[src/rtl/rfr_pkg.sv]
package rfr_pkg;
    typedef enum logic [1:0] {
        S_IDLE,
        S_COPY,
        S_UPD,
        S_SCHED
    } rfr_state_e;
endpackage

[src/rtl/rfr_step_timer.sv]
// Phase counter: loaded with (cost - 1), counts down, flags the last cycle.
module rfr_step_timer #(
    parameter int CW = 5
) (
    input  logic          clk,
    input  logic          rst_n,
    input  logic          load,
    input  logic [CW-1:0] load_val,
    output logic          last
);
    logic [CW-1:0] cnt_q;

    always_ff @(posedge clk or negedge rst_n) begin
        if (!rst_n)
            cnt_q <= '0;
        else if (load)
            cnt_q <= load_val;
        else if (cnt_q != '0)
            cnt_q <= cnt_q - 1'b1;
    end

    assign last = (cnt_q == '0);
endmodule

[src/rtl/rfr_code_match.sv]
// Flags every buffer whose status field holds CODE.
module rfr_code_match #(
    parameter int          NUM_BUF = 15,
    parameter int          SW      = 4,
    parameter logic [SW-1:0] CODE  = '0
) (
    input  logic [NUM_BUF*SW-1:0] status,
    output logic [NUM_BUF-1:0]    hit
);
    for (genvar g = 0; g < NUM_BUF; g++) begin : g_cmp
        assign hit[g] = (status[g*SW +: SW] == CODE);
    end
endmodule

[src/rtl/rfr_pend_finder.sv]
// Lowest-index priority encoder.
module rfr_pend_finder #(
    parameter int NUM_BUF = 15,
    parameter int IW      = 4
) (
    input  logic [NUM_BUF-1:0] mask,
    output logic               any,
    output logic [IW-1:0]      idx
);
    always_comb begin
        idx = '0;
        for (int i = NUM_BUF - 1; i >= 0; i--) begin
            if (mask[i])
                idx = IW'(i);
        end
        any = |mask;
    end
endmodule

[src/rtl/rfr_seq.sv]
module rfr_seq
    import rfr_pkg::*;
#(
    parameter int            NUM_BUF   = 15,
    parameter int            SW        = 4,
    parameter int            COPY_CYC  = 17,
    parameter int            UPD_CYC   = 3,
    parameter int            SCHED_CYC = 2,
    parameter logic [SW-1:0] PEND_CODE = 4'hA,
    parameter logic [SW-1:0] ONCE_CODE = 4'hB,
    localparam int           IW        = (NUM_BUF > 1) ? $clog2(NUM_BUF) : 1
) (
    input  logic                  clk,
    input  logic                  rst_n,
    input  logic                  frame_ok,
    input  logic                  frame_rtr,
    input  logic                  match_hit,
    input  logic [IW-1:0]         match_idx,
    input  logic [NUM_BUF*SW-1:0] buf_status,
    output logic                  busy,
    output logic                  overrun,
    output logic                  copy_we,
    output logic [IW-1:0]         copy_idx,
    output logic                  st_we,
    output logic [IW-1:0]         st_idx,
    output logic [SW-1:0]         st_code,
    output logic                  tx_req,
    output logic [IW-1:0]         tx_idx
);
    localparam int MAXC = (COPY_CYC > UPD_CYC) ?
                          ((COPY_CYC > SCHED_CYC) ? COPY_CYC : SCHED_CYC) :
                          ((UPD_CYC > SCHED_CYC) ? UPD_CYC : SCHED_CYC);
    localparam int CW   = $clog2(MAXC + 1);

    rfr_state_e          state_q, state_d;
    logic [NUM_BUF-1:0]  live_mask, mask_q, sel_mask, rest_mask;
    logic                sel_any, rest_any, last;
    logic [IW-1:0]       cur_idx, copy_idx_q, tx_idx_q;
    logic                tx_set_q, overrun_q;
    logic                tm_load;
    logic [CW-1:0]       tm_val;

    rfr_code_match #(.NUM_BUF(NUM_BUF), .SW(SW), .CODE(PEND_CODE)) u_match (
        .status (buf_status),
        .hit    (live_mask)
    );

    assign sel_mask = (state_q == S_IDLE) ? live_mask : mask_q;

    rfr_pend_finder #(.NUM_BUF(NUM_BUF), .IW(IW)) u_find (
        .mask (sel_mask),
        .any  (sel_any),
        .idx  (cur_idx)
    );

    assign rest_mask = mask_q & ~(NUM_BUF'(1) << cur_idx);
    assign rest_any  = |rest_mask;

    rfr_step_timer #(.CW(CW)) u_timer (
        .clk      (clk),
        .rst_n    (rst_n),
        .load     (tm_load),
        .load_val (tm_val),
        .last     (last)
    );

    // Next state and phase-counter loading
    always_comb begin
        state_d = state_q;
        tm_load = 1'b0;
        tm_val  = '0;
        unique case (state_q)
            S_IDLE: begin
                if (frame_ok && match_hit) begin
                    state_d = S_COPY;
                    tm_load = 1'b1;
                    tm_val  = CW'(COPY_CYC - 1);
                end else if (frame_ok && frame_rtr && sel_any) begin
                    state_d = S_UPD;
                    tm_load = 1'b1;
                    tm_val  = CW'(UPD_CYC - 1);
                end
            end
            S_COPY: begin
                if (last) begin
                    if (sel_any) begin
                        state_d = S_UPD;
                        tm_load = 1'b1;
                        tm_val  = CW'(UPD_CYC - 1);
                    end else begin
                        state_d = S_IDLE;
                    end
                end
            end
            S_UPD: begin
                if (last) begin
                    tm_load = 1'b1;
                    if (rest_any) begin
                        tm_val = CW'(UPD_CYC - 1);
                    end else begin
                        state_d = S_SCHED;
                        tm_val  = CW'(SCHED_CYC - 1);
                    end
                end
            end
            S_SCHED: begin
                if (last)
                    state_d = S_IDLE;
            end
            default: state_d = S_IDLE;
        endcase
    end

    // State register and captured context
    always_ff @(posedge clk or negedge rst_n) begin
        if (!rst_n) begin
            state_q    <= S_IDLE;
            mask_q     <= '0;
            copy_idx_q <= '0;
            tx_idx_q   <= '0;
            tx_set_q   <= 1'b0;
            overrun_q  <= 1'b0;
        end else begin
            state_q   <= state_d;
            overrun_q <= frame_ok && (state_q != S_IDLE);
            if (state_q == S_IDLE && frame_ok) begin
                mask_q     <= frame_rtr ? live_mask : '0;
                copy_idx_q <= match_idx;
                tx_set_q   <= 1'b0;
            end
            if (state_q == S_UPD && last) begin
                mask_q <= rest_mask;
                if (!tx_set_q) begin
                    tx_set_q <= 1'b1;
                    tx_idx_q <= cur_idx;
                end
            end
        end
    end

    // Outputs
    always_comb begin
        busy     = (state_q != S_IDLE);
        overrun  = overrun_q;
        copy_we  = (state_q == S_COPY) && last;
        copy_idx = copy_idx_q;
        st_we    = (state_q == S_UPD) && last;
        st_idx   = cur_idx;
        st_code  = ONCE_CODE;
        tx_req   = (state_q == S_SCHED) && last;
        tx_idx   = tx_idx_q;
    end
endmodule

[config.mk]
export PLATFORM = sky130hd
export DESIGN_NAME = rfr_seq
export DESIGN_NICKNAME = d
export VERILOG_FILES = /design/src/rtl/rfr_pkg.sv /design/src/rtl/rfr_step_timer.sv /design/src/rtl/rfr_code_match.sv /design/src/rtl/rfr_pend_finder.sv /design/src/rtl/rfr_seq.sv
export SDC_FILE = /design/constraint.sdc
export NUM_CORES = 1
export LEC_CHECK = 0
export BUFFER_PORTS_ARGS = -buffer_cell sky130_fd_sc_hd__buf_2
export CORE_AREA = 2 2 76 78
export CTS_CLUSTER_SIZE = 40
export DETAILED_ROUTE_END_ITERATION = 12
export DIE_AREA = 0 0 78 80
export PLACE_DENSITY = 0.82
export SETUP_SLACK_MARGIN = 0.5
export SLEW_MARGIN = 20
export SYNTH_ARGS = -nofsm -noshare
export SYNTH_HDL_FRONTEND = slang
export SYNTH_SLANG_ARGS = --single-unit
[constraint.sdc]
create_clock -name clk -period 3 [get_ports clk]
set_input_delay 0 -clock clk [delete_from_list [all_inputs] [get_ports clk]]
set_output_delay 0 -clock clk [all_outputs]
set_load 0.02 [all_outputs]
Yosys cells after proc, flatten, opt, wreduce, memory -nomap -nowiden
Cells that the tools add are included.
- add/subtract/negate cells: 1
- reduce and logical (&&, ||, !) cells: 18
- equal/unequal tests: 23
- muxes and demuxes: 45
- bitwise operators: 3
- shifts and indexed selects: 1
- operator list (operator ; number):
    4-bit == test (second input constant) ; 15
    15-bit 2-to-1 mux ; 4
    4-bit 2-to-1 mux ; 15
    15-bit OR reduction ; 2
    2-bit 2-to-1 mux ; 12
    15-bit bitwise AND ; 1
    5-bit 2-to-1 mux ; 3
    15-bit inverter ; 1
    5-bit case mux with 3 select lines ; 1
    1-bit by 4-bit left shift with 15-bit output (first input constant) ; 1
    1-bit logical AND ; 8
    1-bit 2-to-1 mux ; 8
    2-bit inequality test (second input constant) ; 4
    2-bit case mux with 4 select lines ; 1
    2-bit nonzero test ; 3
    5-bit logical NOT ; 1
    5-bit AND reduction ; 1
    5-bit nonzero test ; 1
    5-bit by 1-bit subtractor with 5-bit output (second input constant) ; 1
    2-bit == test (second input constant) ; 2
    3-bit by 1-bit inequality test with 1-bit output (second input constant) ; 1
    1-bit case mux with 3 select lines ; 1
    2-bit by 1-bit == test with 1-bit output (second input constant) ; 1
    2-bit logical NOT ; 1
    2 further kinds ; 2
- flip-flop bits (word level): 32
- word-level logic and storage cells: 98

Depth between registers and ports, before layout
- depth after elaboration: 25
- depth in mapped cells: 12
- mapped depth without buffers: 10

Modules after synthesis
From an unflattened synthesis, not the netlist that was laid out.
- cells, all modules: 269
- area, all modules: 2317.2 um^2
- by module, submodules not included (module ; instances ; area each (um^2) ; cells each ; sequential area each (um^2)):
    rfr_seq ; 1 ; 1691.6 ; 200 ; 675.6
    rfr_step_timer ; 1 ; 279.0 ; 27 ; 125.1
    rfr_code_match ; 1 ; 187.7 ; 15 ; 0.0
    rfr_pend_finder ; 1 ; 158.9 ; 27 ; 0.0

Least setup slack after synthesis
Ideal clock, no wire load.
- path type: register -> register
- from: register state_q[1]
- to: register u_timer.cnt_q[1]
- clock period less this slack: 2.994 ns
- arrival time: 2.876 ns
- data required time: 2.881 ns
- library setup time: 0.119 ns
- setup slack: 0.006 ns
- cell stages (with the launch flop): 11
- buffers on the path: 0
- path through: dfrtp_1 > nor2_4 > inv_2 > or4_1 > a221oi_2 > a211oi_2 > nor2_2 > o21ai_0 > nor3_1 > o2111ai_2 > o21a_1
- elaborated cells on any way between the ends: 39
- RTL lines (item ; RTL line ; RTL):
    start, declared ; rfr_seq.sv:35 ; rfr_state_e state_q, state_d;
    start signal, assigned ; rfr_seq.sv:124 ; state_q <= state_d;
    2-bit logical NOT * ; rfr_seq.sv:48 ; assign sel_mask = (state_q == S_IDLE) ? live_mask : mask_q;
    15-bit 2-to-1 mux * ; rfr_seq.sv:48 ;
    4-bit 2-to-1 mux (13 in a row) ; rfr_pend_finder.sv:13 ; if (mask[i])
    4-bit 2-to-1 mux * ; rfr_pend_finder.sv:13 ;
    via st_idx[0] ; rfr_seq.sv:25 ; output logic [IW-1:0] st_idx,
    1-bit by 4-bit left shift with 15-bit output * ; rfr_seq.sv:56 ; assign rest_mask = mask_q & ~(NUM_BUF'(1) << cur_idx);
    15-bit inverter * ; rfr_seq.sv:56 ;
    15-bit bitwise AND * ; rfr_seq.sv:56 ;
    15-bit OR reduction * ; rfr_seq.sv:57 ; assign rest_any = |rest_mask;
    2-bit 2-to-1 mux * ; rfr_seq.sv:98 ; if (rest_any) begin
    2-bit 2-to-1 mux * ; rfr_seq.sv:96 ; if (last) begin
    5-bit case mux with 3 select lines * ; rfr_seq.sv:72 ; unique case (state_q)
    5-bit 2-to-1 mux * ; rfr_step_timer.sv:16 ; else if (load)
    end signal, assigned ; rfr_step_timer.sv:17 ; cnt_q <= load_val;
    end signal, assigned ; rfr_step_timer.sv:19 ; cnt_q <= cnt_q - 1'b1;
    end, declared ; rfr_step_timer.sv:11 ; logic [CW-1:0] cnt_q;
Mark *: on every way through the listed nets, which the timed path passes. The rest lies on a longest branch.
A chain may end at the register's enable or synchronous reset.

Worst setup path after layout
- from: register state_q[1]
- to: register u_timer.cnt_q[1]
- longest elaborated chain between the ends: 25
- elaborated cells on any way between the ends: 39
- ends and longest elaborated chain (item ; RTL line):
    2-bit logical NOT ; rfr_seq.sv:48, rfr_seq.sv:72
    15-bit 2-to-1 mux ; rfr_seq.sv:48
    4-bit 2-to-1 mux (15 in a row) ; rfr_pend_finder.sv:13
    1-bit by 4-bit left shift with 15-bit output ; rfr_seq.sv:56
    15-bit inverter ; rfr_seq.sv:56
    15-bit bitwise AND ; rfr_seq.sv:56
    15-bit OR reduction ; rfr_seq.sv:57
    2-bit 2-to-1 mux ; rfr_seq.sv:98
    2-bit 2-to-1 mux ; rfr_seq.sv:96
    5-bit case mux with 3 select lines ; rfr_seq.sv:72
    5-bit 2-to-1 mux ; rfr_step_timer.sv:16
Several ways; a longest one is shown, not always the timed one.

==> results.cfg <==
[floorplanning]
io_pins = 90
die-area_mm2 = 0.00624
start_util_pct = 44.1
core-area_mm2 = 0.00541
die_width_um = 78
rows = 27
die-height_um = 80

[timing]
setup_tns_ns = -0.0589
rsz0062_at_grt = yes
slew_violations = 0
layout_setup_ws_ns = -0.0541
slew_headroom_pct = 50.8
worst_slew_pin_slew_ns = 0.738
setup_viol = 3
hold_viol_final = 0
max_freq_ghz = 0.327
whs_ns = 0.00685
period_minus_slack_ns = 3.05
period_share_pct = 102
clock_skew_ns = 0.00138

[min_path]
hold_class = in -> reg
whs_path_depth = 4

[global_route]
overflow = 0
grt_pass1_wl_um = 12700
grt_max_degree = 33
antenna_found_initial = 0
grt_pass1_vias = 2661
grt_util_all_layers_pct = 26.1

[pwr]
power_density_mw_per_mm2 = 1160
ir_drop_mv = 0.545
p_total_uw = 3970
leakagePower_uw = 0.00160

[critical_path]
cp_max_fo = 10
end_kind = flip-flop
required_ns = 3.19
cp-start-kind = flip-flop
ff2ff_path_depth = 10
crit_arrival_ns = 3.24
critPathKind = reg -> reg

[detailed_routing]
wl_um = 7920
viasPerCell = 5.82
post_drt_wl_per_cell_um = 16.7
first_pass_iters = 4
drtIter0Drc = 183
drc = 0
vias = 2759
drtAntennaViolNets = 0

[yosys]
netlist_instances = 281
synthArstFlopShare_pct = 100
yosysUniqueCellTypes = 62
synth-seq-cells = 32
yosysTopAreaCellShare_pct = 33.6
syn-cell-area_mm2 = 0.00238
yosys.area.top_type = dfrtp_1
yosysSeqAreaShare_pct = 33.6
yosys_warnings = 0
synth-edff-count = 0
ys.flop_type = dfrtp_1
synth.area.top_cells = dfrtp_1 34%, nor4bb_1 6.3%, o21ai_0 5.5%
syn_area_per_cell_um2 = 8.49

[cts]
cts_made_buffers = 5
cts_tree = built
path_clk_slew_ns = 0.07
clock-sinks = 32
h-tree-depth = 2
clockBufferDepth = 2
cts_root_buf = clkbuf_8
worstSkewPairLatency_ns = 0.29

[place]
portBuffers = 85
gp_congestion = 0.950
placed_area_mm2 = 0.00304
dp_hpwl_um = 5870

[cells_and_area]
syn2layout_area_growth_pct = 43.1
num_antenna_cells = 0
finalInstanceArea_mm2 = 0.00341
layout_common_cells = 84 x buf_2, 34 x buf_4, 31 x dfrtp_1
final_net_count = 472
drive_gt1_share_pct = 42.0
final_common_cell = buf_2

[outcome]
status = finished with violations
violations = negative setup slack

[job]
max-cap-violations = 0
-- synthesized netlist by cell type, drive strengths merged, types with 2 or more instances --
| cell type | instances |
|---|---|
| nand2 | 30 |
| mux2 | 4 |
| nand2b | 4 |
| a21oi | 10 |
| nand4b | 2 |
| o311ai | 3 |
| clkbuf | 10 |
| nand3 | 16 |
| o41ai | 5 |
| nor2b | 4 |
| o211ai | 2 |
| conb | 2 |
| a221oi | 2 |
| o21ai | 29 |
| nor4bb | 15 |
| o22ai | 5 |
| a211oi | 3 |
| inv | 7 |
| ha | 2 |
| o221ai | 2 |
| nor4b | 4 |
| buf | 4 |
| a22oi | 5 |
| nor2 | 17 |
| dfrtp | 32 |
| or2 | 7 |
| or3 | 14 |
| and2 | 3 |
| or4 | 2 |
| nand3b | 2 |
| nor3 | 13 |
| xnor2 | 2 |
-- cell families after synthesis --
family,after synthesis,share of synthesized area (%)
DFF,32,33.6
xor gates and xnor gates,2,0.735
muxes,4,1.89
and+or+nand+nor,139,34.8
adders and majority gates,2,1.05
other,2,0.315
AOI/OAI and AO/OA,79,23.7
buffers and inverters,21,3.93
-- repair_timing --
| action | CTS | global route |
|---|---|---|
| pin swaps | 3 | 11 |
| buffers inserted | 1 | 8 |
| endpoints found under the hold margin | 37 | 0 |
| endpoints found under the setup margin | 17 | 25 |
| gates cloned | 0 | 0 |
| resized for setup | 12 | 24 |
| hold buffers | 6 | 0 |
-- per-stage QoR --
step           instances  util (%)  setup slack, ns
3_5_place_dp         451      56.2          -0.0167
3_3_place_gp         451      56.2           0.0286
5_1_grt              474      63.1           -0.119
2_1_floorplan        283         -           0.0568
6_report             474      63.1          -0.0541
4_1_cts              466      59.9          0.00854
-- worst paths after layout --
path                            slack (ns)      startpoint          endpoint
worst max-delay path                 -0.05      state_q[1]  u_timer.cnt_q[1]
worst min-delay path                 0.007  buf_status[26]         mask_q[6]
worst max register to register       -0.05      state_q[1]  u_timer.cnt_q[1]
worst min register to register        0.49     copy_idx[0]       copy_idx[0]
max in group asynchronous             2.18           rst_n         mask_q[4]
min in group asynchronous             0.31           rst_n  u_timer.cnt_q[2]
-- area by class of cell --
class / instances / area, um^2
Fill cell: 510 / 1990
Multi-Input combinational cell: 230 / 1650
Inverter: 7 / 28.8
Tap cell: 72 / 90.1
Timing Repair Buffer: 125 / 747
Clock buffer: 6 / 82.6
Clock inverter: 2 / 10.0
Sequential cell: 32 / 802
-- where the power goes --
part	internal (uW)	switching, uW
clock network	183	171
logic	1250	1690
registers	564	116
total	1990	1980
-- worst max-delay path, stage by stage (launching register included) --
cell,delay (ns)
dfrtp_1,0.41
nor2_4,0.16
inv_4,0.08
or3_4,0.40
a221o_1,0.38
a221oi_4,0.45
nor2_4,0.07
or4_4,0.52
o221ai_2,0.08
o2111ai_2,0.18
o21a_1,0.21
-- flip-flops by register name, summed over array words and instances (netlist names) --
register	cells
state_q	2
u_timer.cnt_q	5
tx_set_q	1
overrun	1
tx_idx	4
mask_q	15
copy_idx	4
-- routing by layer --
metal | global-route usage [%] | wire length, um | vias up
met4 | 9.30 | 190 | 0
met2 | 45.3 | 3970 | 129
li1 | - | - | 1305
met5 | 0 | 0 | -
met3 | 5.43 | 609 | 17
met1 | 32.0 | 3160 | 1308
(Power assumes the default switching activity.)
